`src/rtl/mq_prob_pkg.sv`:
```
package mq_prob_pkg;
  localparam int IW   = 6;   // state index width
  localparam int PW   = 16;  // probability / interval width
  localparam int SHW  = 4;   // shift count width

  typedef struct packed {
    logic [PW-1:0]  qe;
    logic [SHW-1:0] qsh;   // leading zeros of qe, precomputed
    logic [IW-1:0]  nm;    // successor on correct prediction
    logic [IW-1:0]  nl;    // successor on wrong prediction
    logic           sw;    // invert prediction on wrong guess
  } st_row_t;

  typedef struct packed {
    logic    mps;
    st_row_t row;
  } ctx_word_t;

  function automatic logic [PW-1:0] qe_of(input logic [IW-1:0] i);
    case (i)
      6'd0, 6'd6, 6'd14, 6'd46: qe_of = 16'h5601;
      6'd1, 6'd19:  qe_of = 16'h3401;
      6'd2, 6'd25:  qe_of = 16'h1801;
      6'd3, 6'd30:  qe_of = 16'h0AC1;
      6'd4, 6'd33:  qe_of = 16'h0521;
      6'd5, 6'd36:  qe_of = 16'h0221;
      6'd7, 6'd15:  qe_of = 16'h5401;
      6'd8, 6'd17:  qe_of = 16'h4801;
      6'd9, 6'd18:  qe_of = 16'h3801;
      6'd10, 6'd20: qe_of = 16'h3001;
      6'd11, 6'd22: qe_of = 16'h2401;
      6'd12, 6'd24: qe_of = 16'h1C01;
      6'd13, 6'd26: qe_of = 16'h1601;
      6'd16: qe_of = 16'h5101;
      6'd21: qe_of = 16'h2801;
      6'd23: qe_of = 16'h2201;
      6'd27: qe_of = 16'h1401;
      6'd28: qe_of = 16'h1201;
      6'd29: qe_of = 16'h1101;
      6'd31: qe_of = 16'h09C1;
      6'd32: qe_of = 16'h08A1;
      6'd34: qe_of = 16'h0441;
      6'd35: qe_of = 16'h02A1;
      6'd37: qe_of = 16'h0141;
      6'd38: qe_of = 16'h0111;
      6'd39: qe_of = 16'h0085;
      6'd40: qe_of = 16'h0049;
      6'd41: qe_of = 16'h0025;
      6'd42: qe_of = 16'h0015;
      6'd43: qe_of = 16'h0009;
      6'd44: qe_of = 16'h0005;
      default: qe_of = 16'h0001;
    endcase
  endfunction

  function automatic logic [IW-1:0] nm_of(input logic [IW-1:0] i);
    if (i == 6'd5)       nm_of = 6'd38;
    else if (i == 6'd13) nm_of = 6'd29;
    else if (i >= 6'd45) nm_of = i;
    else                 nm_of = i + 6'd1;
  endfunction

  function automatic logic [IW-1:0] nl_of(input logic [IW-1:0] i);
    case (i)
      6'd0: nl_of = 6'd1;
      6'd1: nl_of = 6'd6;
      6'd2: nl_of = 6'd9;
      6'd3: nl_of = 6'd12;
      6'd4: nl_of = 6'd29;
      6'd5: nl_of = 6'd33;
      6'd6: nl_of = 6'd6;
      6'd7, 6'd8, 6'd9, 6'd14, 6'd15: nl_of = 6'd14;
      6'd10: nl_of = 6'd17;
      6'd11: nl_of = 6'd18;
      6'd12: nl_of = 6'd20;
      6'd13: nl_of = 6'd21;
      6'd46: nl_of = 6'd46;
      default: nl_of = (i <= 6'd20) ? i - 6'd1 : i - 6'd2;
    endcase
  endfunction

  function automatic logic [SHW-1:0] lzc16(input logic [PW-1:0] v);
    lzc16 = '0;
    for (int b = 0; b < PW; b++) begin
      if (v[b]) lzc16 = SHW'(PW - 1 - b);
    end
  endfunction

  function automatic st_row_t row_of(input logic [IW-1:0] i);
    row_of.qe  = qe_of(i);
    row_of.qsh = lzc16(qe_of(i));
    row_of.nm  = nm_of(i);
    row_of.nl  = nl_of(i);
    row_of.sw  = (i == 6'd0) || (i == 6'd6) || (i == 6'd14);
  endfunction
endpackage

```
`src/rtl/mq_state_rom.sv`:
```
module mq_state_rom import mq_prob_pkg::*; (
  input  logic [IW-1:0] idx,
  output st_row_t       row
);
  always_comb row = row_of(idx);
endmodule

```
`src/rtl/mq_ctx_store.sv`:
```
module mq_ctx_store import mq_prob_pkg::*; #(
  parameter int NCTX = 19,
  parameter int CXW  = 5,
  parameter logic [NCTX*IW-1:0] INIT_IDX = '0
) (
  input  logic            clk,
  input  logic            rst_n,
  input  logic            en,
  input  logic [CXW-1:0]  rd_cx,
  input  logic            wr_en,
  input  logic [CXW-1:0]  wr_cx,
  input  ctx_word_t       wr_data,
  output ctx_word_t       rd_data
);
  ctx_word_t ent [NCTX];
  ctx_word_t rd_d;

  for (genvar k = 0; k < NCTX; k++) begin : g_ent
    ctx_word_t q;
    logic      we;
    always_comb we = wr_en && (wr_cx == CXW'(k));
    always_ff @(posedge clk or negedge rst_n) begin
      if (!rst_n)   q <= {1'b0, row_of(INIT_IDX[k*IW +: IW])};
      else if (we)  q <= wr_data;
    end
    assign ent[k] = q;
  end

  // distance-two forward: the pending write has not landed yet
  always_comb begin
    if (wr_en && (wr_cx == rd_cx)) rd_d = wr_data;
    else                           rd_d = ent[rd_cx];
  end

  always_ff @(posedge clk or negedge rst_n) begin
    if (!rst_n)  rd_data <= '0;
    else if (en) rd_data <= rd_d;
  end

  a_r6_row_live: assert property (@(posedge clk) disable iff (!rst_n)
    wr_en |-> (wr_data.row.qe != '0) && (wr_data.row.qsh != '0));
endmodule

```
`src/rtl/mq_interval.sv`:
```
module mq_interval import mq_prob_pkg::*; (
  input  logic           clk,
  input  logic           rst_n,
  input  logic           en,
  input  logic           vld,
  input  logic           sym,
  input  logic           mps,
  input  logic [PW-1:0]  qe,
  input  logic [SHW-1:0] qsh,
  output logic           hit,
  output logic [PW-1:0]  prob,
  output logic [SHW-1:0] shift
);
  logic [PW-1:0]  a_q, a_d, am;
  logic [SHW-1:0] sub_sh;

  always_comb begin
    am     = a_q - qe;
    sub_sh = am[PW-2] ? SHW'(1) : SHW'(2);
    hit    = 1'b1;
    prob   = qe;
    shift  = '0;
    a_d    = a_q;
    if (sym == mps) begin
      if (am[PW-1]) begin
        a_d = am;
      end else if (am < qe) begin
        a_d = qe << qsh; hit = 1'b0; prob = '0; shift = qsh;
      end else begin
        a_d = am << sub_sh; shift = sub_sh;
      end
    end else begin
      if (am < qe) begin
        a_d = am << sub_sh; shift = sub_sh;
      end else begin
        a_d = qe << qsh; hit = 1'b0; prob = '0; shift = qsh;
      end
    end
    if (!vld) a_d = a_q;
  end

  always_ff @(posedge clk or negedge rst_n) begin
    if (!rst_n)  a_q <= 16'h8000;
    else if (en) a_q <= a_d;
  end

  a_r5_a_norm: assert property (@(posedge clk) disable iff (!rst_n) a_q[PW-1]);
  a_r5_sub_range: assert property (@(posedge clk) disable iff (!rst_n)
    (vld && am < 16'h8000 && ((sym != mps) ? (am < qe) : (am >= qe))) |-> (am[PW-2] || am[PW-3]));
endmodule

```
`src/rtl/mq_prob_stage.sv`:
```
module mq_prob_stage import mq_prob_pkg::*; #(
  parameter int NCTX = 19,
  parameter int CXW  = (NCTX > 1) ? $clog2(NCTX) : 1,
  parameter logic [NCTX*IW-1:0] INIT_IDX = '0
) (
  input  logic           clk,
  input  logic           rst_n,
  input  logic           in_valid,
  output logic           in_ready,
  input  logic [CXW-1:0] in_cx,
  input  logic           in_bit,
  output logic           out_valid,
  input  logic           out_ready,
  output logic [3:0]     out_shift,
  output logic [15:0]    out_prob,
  output logic           out_hit
);
  logic [1:0]     rs_q;
  logic           rst_i;
  logic           en;
  logic           r1_v_q, r1_bit_q, r1_byp_q;
  logic [CXW-1:0] r1_cx_q;
  logic           wb_v_q;
  logic [CXW-1:0] wb_cx_q;
  ctx_word_t      wb_word_q, rd_word, cur, nxt_word;
  logic           lps;
  logic [IW-1:0]  nidx;
  st_row_t        rom_row;
  logic           hit;
  logic [PW-1:0]  prob;
  logic [SHW-1:0] sh;
  logic           o_v_q, o_hit_q;
  logic [PW-1:0]  o_prob_q;
  logic [SHW-1:0] o_sh_q;

  // reset: asserted asynchronously, released on the clock
  always_ff @(posedge clk or negedge rst_n) begin
    if (!rst_n) rs_q <= 2'b00;
    else        rs_q <= {rs_q[0], 1'b1};
  end
  assign rst_i = rs_q[1];

  assign en       = !o_v_q || out_ready;
  assign in_ready = en;

  // stage 1: capture pair, note a back-to-back repeat
  always_ff @(posedge clk or negedge rst_i) begin
    if (!rst_i) begin
      r1_v_q <= 1'b0; r1_bit_q <= 1'b0; r1_byp_q <= 1'b0; r1_cx_q <= '0;
    end else if (en) begin
      r1_v_q   <= in_valid;
      r1_bit_q <= in_bit;
      r1_cx_q  <= in_cx;
      r1_byp_q <= in_valid && r1_v_q && (r1_cx_q == in_cx);
    end
  end

  mq_ctx_store #(.NCTX(NCTX), .CXW(CXW), .INIT_IDX(INIT_IDX)) u_store (
    .clk(clk), .rst_n(rst_i), .en(en), .rd_cx(in_cx),
    .wr_en(en && wb_v_q), .wr_cx(wb_cx_q), .wr_data(wb_word_q),
    .rd_data(rd_word)
  );

  // stage 2: select context info, adapt state
  always_comb begin
    cur      = r1_byp_q ? wb_word_q : rd_word;
    lps      = (r1_bit_q != cur.mps);
    nidx     = lps ? cur.row.nl : cur.row.nm;
    nxt_word = cur;
    if (lps) begin
      nxt_word.row = rom_row;
      nxt_word.mps = cur.mps ^ cur.row.sw;
    end else if (sh != '0) begin
      nxt_word.row = rom_row;
    end
  end

  mq_state_rom u_rom (.idx(nidx), .row(rom_row));

  mq_interval u_int (
    .clk(clk), .rst_n(rst_i), .en(en), .vld(r1_v_q), .sym(r1_bit_q),
    .mps(cur.mps), .qe(cur.row.qe), .qsh(cur.row.qsh),
    .hit(hit), .prob(prob), .shift(sh)
  );

  always_ff @(posedge clk or negedge rst_i) begin
    if (!rst_i) begin
      wb_v_q <= 1'b0; wb_cx_q <= '0; wb_word_q <= '0;
      o_v_q <= 1'b0; o_hit_q <= 1'b0; o_prob_q <= '0; o_sh_q <= '0;
    end else if (en) begin
      wb_v_q    <= r1_v_q;
      wb_cx_q   <= r1_cx_q;
      wb_word_q <= nxt_word;
      o_v_q     <= r1_v_q;
      o_hit_q   <= hit;
      o_prob_q  <= prob;
      o_sh_q    <= sh;
    end
  end

  assign out_valid = o_v_q;
  assign out_hit   = o_hit_q;
  assign out_prob  = o_prob_q;
  assign out_shift = o_sh_q;

  a_r1_ready_idle: assert property (@(posedge clk) disable iff (!rst_i)
    !out_valid |-> in_ready);
  a_r9_hold: assert property (@(posedge clk) disable iff (!rst_i)
    (out_valid && !out_ready) |=> out_valid && $stable(out_shift) && $stable(out_prob) && $stable(out_hit));
  a_r3_noshift_hits: assert property (@(posedge clk) disable iff (!rst_i)
    (out_valid && out_shift == '0) |-> out_hit);
  a_r4_miss_zero: assert property (@(posedge clk) disable iff (!rst_i)
    (out_valid && !out_hit) |-> (out_prob == '0) && (out_shift != '0));
  a_r5_hit_shift: assert property (@(posedge clk) disable iff (!rst_i)
    (out_valid && out_hit) |-> (out_shift <= 4'd2) && (out_prob != '0));
  a_r11_cx_range: assert property (@(posedge clk) disable iff (!rst_i)
    in_valid |-> (in_cx < CXW'(NCTX)));
endmodule

```
`config.mk`:
```
export PLATFORM = sky130hd
export DESIGN_NAME = mq_prob_stage
export DESIGN_NICKNAME = d
export VERILOG_FILES = /design/src/rtl/mq_prob_pkg.sv /design/src/rtl/mq_state_rom.sv /design/src/rtl/mq_ctx_store.sv /design/src/rtl/mq_interval.sv /design/src/rtl/mq_prob_stage.sv
export SDC_FILE = /design/constraint.sdc
export NUM_CORES = 1
export LEC_CHECK = 0
export ABC_AREA = 1
export ABC_CLOCK_PERIOD_IN_PS = 28100
export BUFFER_PORTS_ARGS = -buffer_cell sky130_fd_sc_hd__buf_2
export CAP_MARGIN = 20
export CORE_MARGIN = 1
export CORE_UTILIZATION = 36
export CTS_CLUSTER_SIZE = 20
export DETAILED_ROUTE_END_ITERATION = 12
export GPL_ROUTABILITY_DRIVEN = 0
export MAX_ROUTING_LAYER = met4
export PLACE_DENSITY = 0.54
export SYNTH_ARGS = -nofsm -noshare
export SYNTH_HDL_FRONTEND = slang
export SYNTH_SLANG_ARGS = --single-unit
export TNS_END_PERCENT = 5
```
`constraint.sdc`:
```
create_clock -name clk -period 28.1 [get_ports clk]
set_input_delay 1.405 -clock clk [delete_from_list [all_inputs] [get_ports clk]]
set_output_delay 1.405 -clock clk [all_outputs]
set_load 0.05 [all_outputs]
```
==> results.ini <==
[routing]
drc_errors=0
routedWlPerCell_um=21.71
vias=33080
postRouteAntennaNets=0
wirelength_um=129200
dr_wl_met3_um=7861
wl_met2_um=57690
via_per_inst=5.560
drt_first_pass_iters=8
wl_met1_um=59090
top_layer_used=met4
drtIter0Drc=3198

[timing]
rsz0062_at_grt=no
setup_viol=0
maxSlewHeadroom_pct=26.32
fin_crit_sh_pct=23.15
setup_tns_ns=0
tightest_slew_ns=1.105
layout_setup_ws_ns=21.59
fin_crit_ns=6.505
max_freq_ghz=0.1537
timing.final.hold_violations=0
fin_skew_ns=0.02509
drv_slew=0

[synthesis]
synth.area.top_cells=dfrtp_1, o21ai_0, dfstp_2, nand2_1, nor2_1
yosysWarnings=0
yosys.cell_types.count=59
synthesis.area_mm2=0.03809
synth_edf_count=0
synth_top_area_share_pct=39.09
async_reset_ff_share_pct=100.0
synth_fp_nets=4787
syn-instance-count=4727
ys.flop_type=dfrtp_1
synth_seq_cells=767
synth_area_leader_cell=dfrtp_1
ys_seq_area_share_pct=50.96
avgSynthCellArea_um2=8.057

[floorplan]
dieArea_mm2=0.1071
io_pins=33
dieWidth_um=327.3
fp-row-count=118
fp.dieH_um=327.3
start_util_pct=36.54
coreArea_mm2=0.1042

[power_and_ir_drop]
power_density_mw_per_mm2=110.8
ir_drop_mv=0.08665
p_leak_uw=0.01828

[cts]
htree_levels=3
numCtsBuffers=85
cts_resized=0
cts_tree=done
postCtsSetupRepairBufs=0
clockRootBuffer=clkbuf_16
cts_hold_buf=0
cts_buffer_depth=3
clkSlewWorstSetupHoldPaths_ns=0.06
cts.sinks=767
insertion_delay_ns=0.65

[worst_setup_path]
r2r_end=wb_word_q[2]
cp-end-kind=register
reg2reg_depth=27
regToRegStartpoint=r1_byp_q
crit_path_max_incr_delay_ns=0.66
startpoint_type=register
worst_ep_required_time_ns=28.63
rrSetupSlack_ns=21.59
cp_max_fo=75
crit_top_cell=nand2_1
cp_slowest_cell=buf_4
critPathKind=register to register
arrival_ns=7.04

[global_routing]
antenna_found_initial=0
grt_remaining_overflow=0
grt_use_total_pct=24.81
grt_max_degree=160
grt_pass1_wl_um=199400
grt_pass1_vias=31500

[placed_design]
dp_hpwl_um=74330
post-place-ws_ns=21.75
portBuffers=32
place_area_mm2=0.03907

[hold_path]
hp-class=register to register
hold_path_end=rs_q[1]
worstHoldStart=rs_q[0]
hold_path_depth=0

[cells_and_area]
diodes=0
fin_area_mm2=0.04205
syn_to_final_growth_pct=10.42
fin_nets=4558
drive_gt1_share_pct=10.92

[run]
maxCapViolCount=0

[outcome]
outcome=completed

==> synthesized netlist by cell type, types with 4 or more instances <==
cell type	n
nand2_1	1193
o21ai_0	1102
dfrtp_1	595
nor2_1	370
clkbuf_1	352
nand3_1	191
dfstp_2	172
inv_1	147
o22ai_1	98
o221ai_1	84
o21ai_1	63
ha_1	49
a21oi_1	44
a31oi_1	41
o211ai_1	37
buf_1	20
nand2_2	17
xor2_1	15
buf_2	13
buf_6	13
nor3_1	12
inv_2	8
o21ai_2	8
a21oi_2	6
nand2_4	6
nor2_2	6
buf_4	4
nand4_1	4
o2111ai_1	4
==> flip-flops by register name, summed over array words and instances, names as in the netlist <==
name and cells:
r1_cx_q 5, wb_cx_q 5, rs_q 2, out_hit 1, out_prob 16, u_int.a_q 16
u_store.rd_data 34, out_shift 4, wb_word_q 34, r1_bit_q 1, u_store.ent 646, out_valid 1
r1_byp_q 1, r1_v_q 1
==> cell families after synthesis <==
family | synth area share (%)
fa+ha+maj | 1.662
xor+xnor | 0.4140
compound gates | 21.70
mux | 0.07885
flops | 50.96
other cells | 0.009846
simple gates | 19.29
buf+inv | 5.890
==> worst max-delay path: cells and delay by family (launching register included) <==
kind | cells | cell delay [ns]
AND/OR/NAND/NOR | 17 | 2.97
adder cells (fa/ha/maj) | 2 | 0.85
flip-flops | 1 | 0.34
buffers and inverters | 5 | 1.57
AO/OA/AOI/OAI | 3 | 0.63
==> layout by cell type (no fill, tap or decap), types with 18 or more instances in the layout <==
master / netlist / layout
nand2_1: 1193 / 1191
o21ai_0: 1102 / 1102
o221ai_1: 84 / 84
nand3_4: 2 / 20
nand3_1: 191 / 173
dfrtp_1: 595 / 593
dfstp_2: 172 / 172
a31oi_1: 41 / 41
clkbuf_8: 0 / 23
a21oi_1: 44 / 44
clkbuf_16: 0 / 88
buf_4: 4 / 52
ha_1: 49 / 49
clkbuf_1: 352 / 19
nor2_1: 370 / 366
o211ai_1: 37 / 37
nand2_2: 17 / 18
o22ai_1: 98 / 98
o21ai_1: 63 / 63
inv_1: 147 / 145
buf_2: 13 / 30
==> through the flow <==
stage / total power (uW) / utilization (%) / hold WS, ns / instances
global route: 4989 / 40.35 / 0.3562 / 5950
finish: 4659 / 40.35 / 0.3525 / 5950
floorplan: 3010 / - / 0.3312 / 4727
CTS: 4662 / 40.35 / 0.3556 / 5950
global placement: 3439 / 37.49 / 0.3374 / 5791
detailed placement: 3459 / 37.49 / 0.3428 / 5791
==> power breakdown <==
group	internal (uW)	total, uW	switching, uW
clock network	710	1190	477
registers	1580	1800	227
logic	520	1670	1150
total	2810	4660	1850
==> worst max-delay path by stage <==
| stage | startpoint | end | slack [ns] | cells past startpoint |
|---|---|---|---|---|
| 2_1_floorplan | rs_q[1] | out_hit | 5.44 | 0 |
| 3_5_place_dp | r1_byp_q | wb_word_q[2] | 21.75 | 28 |
| 5_1_grt | r1_byp_q | wb_word_q[2] | 21.21 | 28 |
| 3_3_place_gp | r1_byp_q | wb_word_q[2] | 21.89 | 27 |
| 4_1_cts | r1_byp_q | wb_word_q[2] | 21.75 | 28 |
| 6_report | r1_byp_q | wb_word_q[2] | 21.59 | 27 |
==> per-layer routing <==
metal | track usage [%] | up-vias
met5 | - | -
met4 | 8.117 | 0
met3 | 3.367 | 240
met2 | 37.76 | 1064
met1 | 34.06 | 16270
li1 | - | 15510
==> layout make-up <==
class	count	area, um^2
Timing Repair Buffer	86	606.8
Tap cell	1380	1727
Clock buffer	130	2590
Sequential cell	767	19410
Inverter	160	620.6
Fill cell	10830	62180
Clock inverter	29	391.6
Multi-Input combinational cell	3398	16700
No activity file was read; power rests on OpenSTA's default activity.
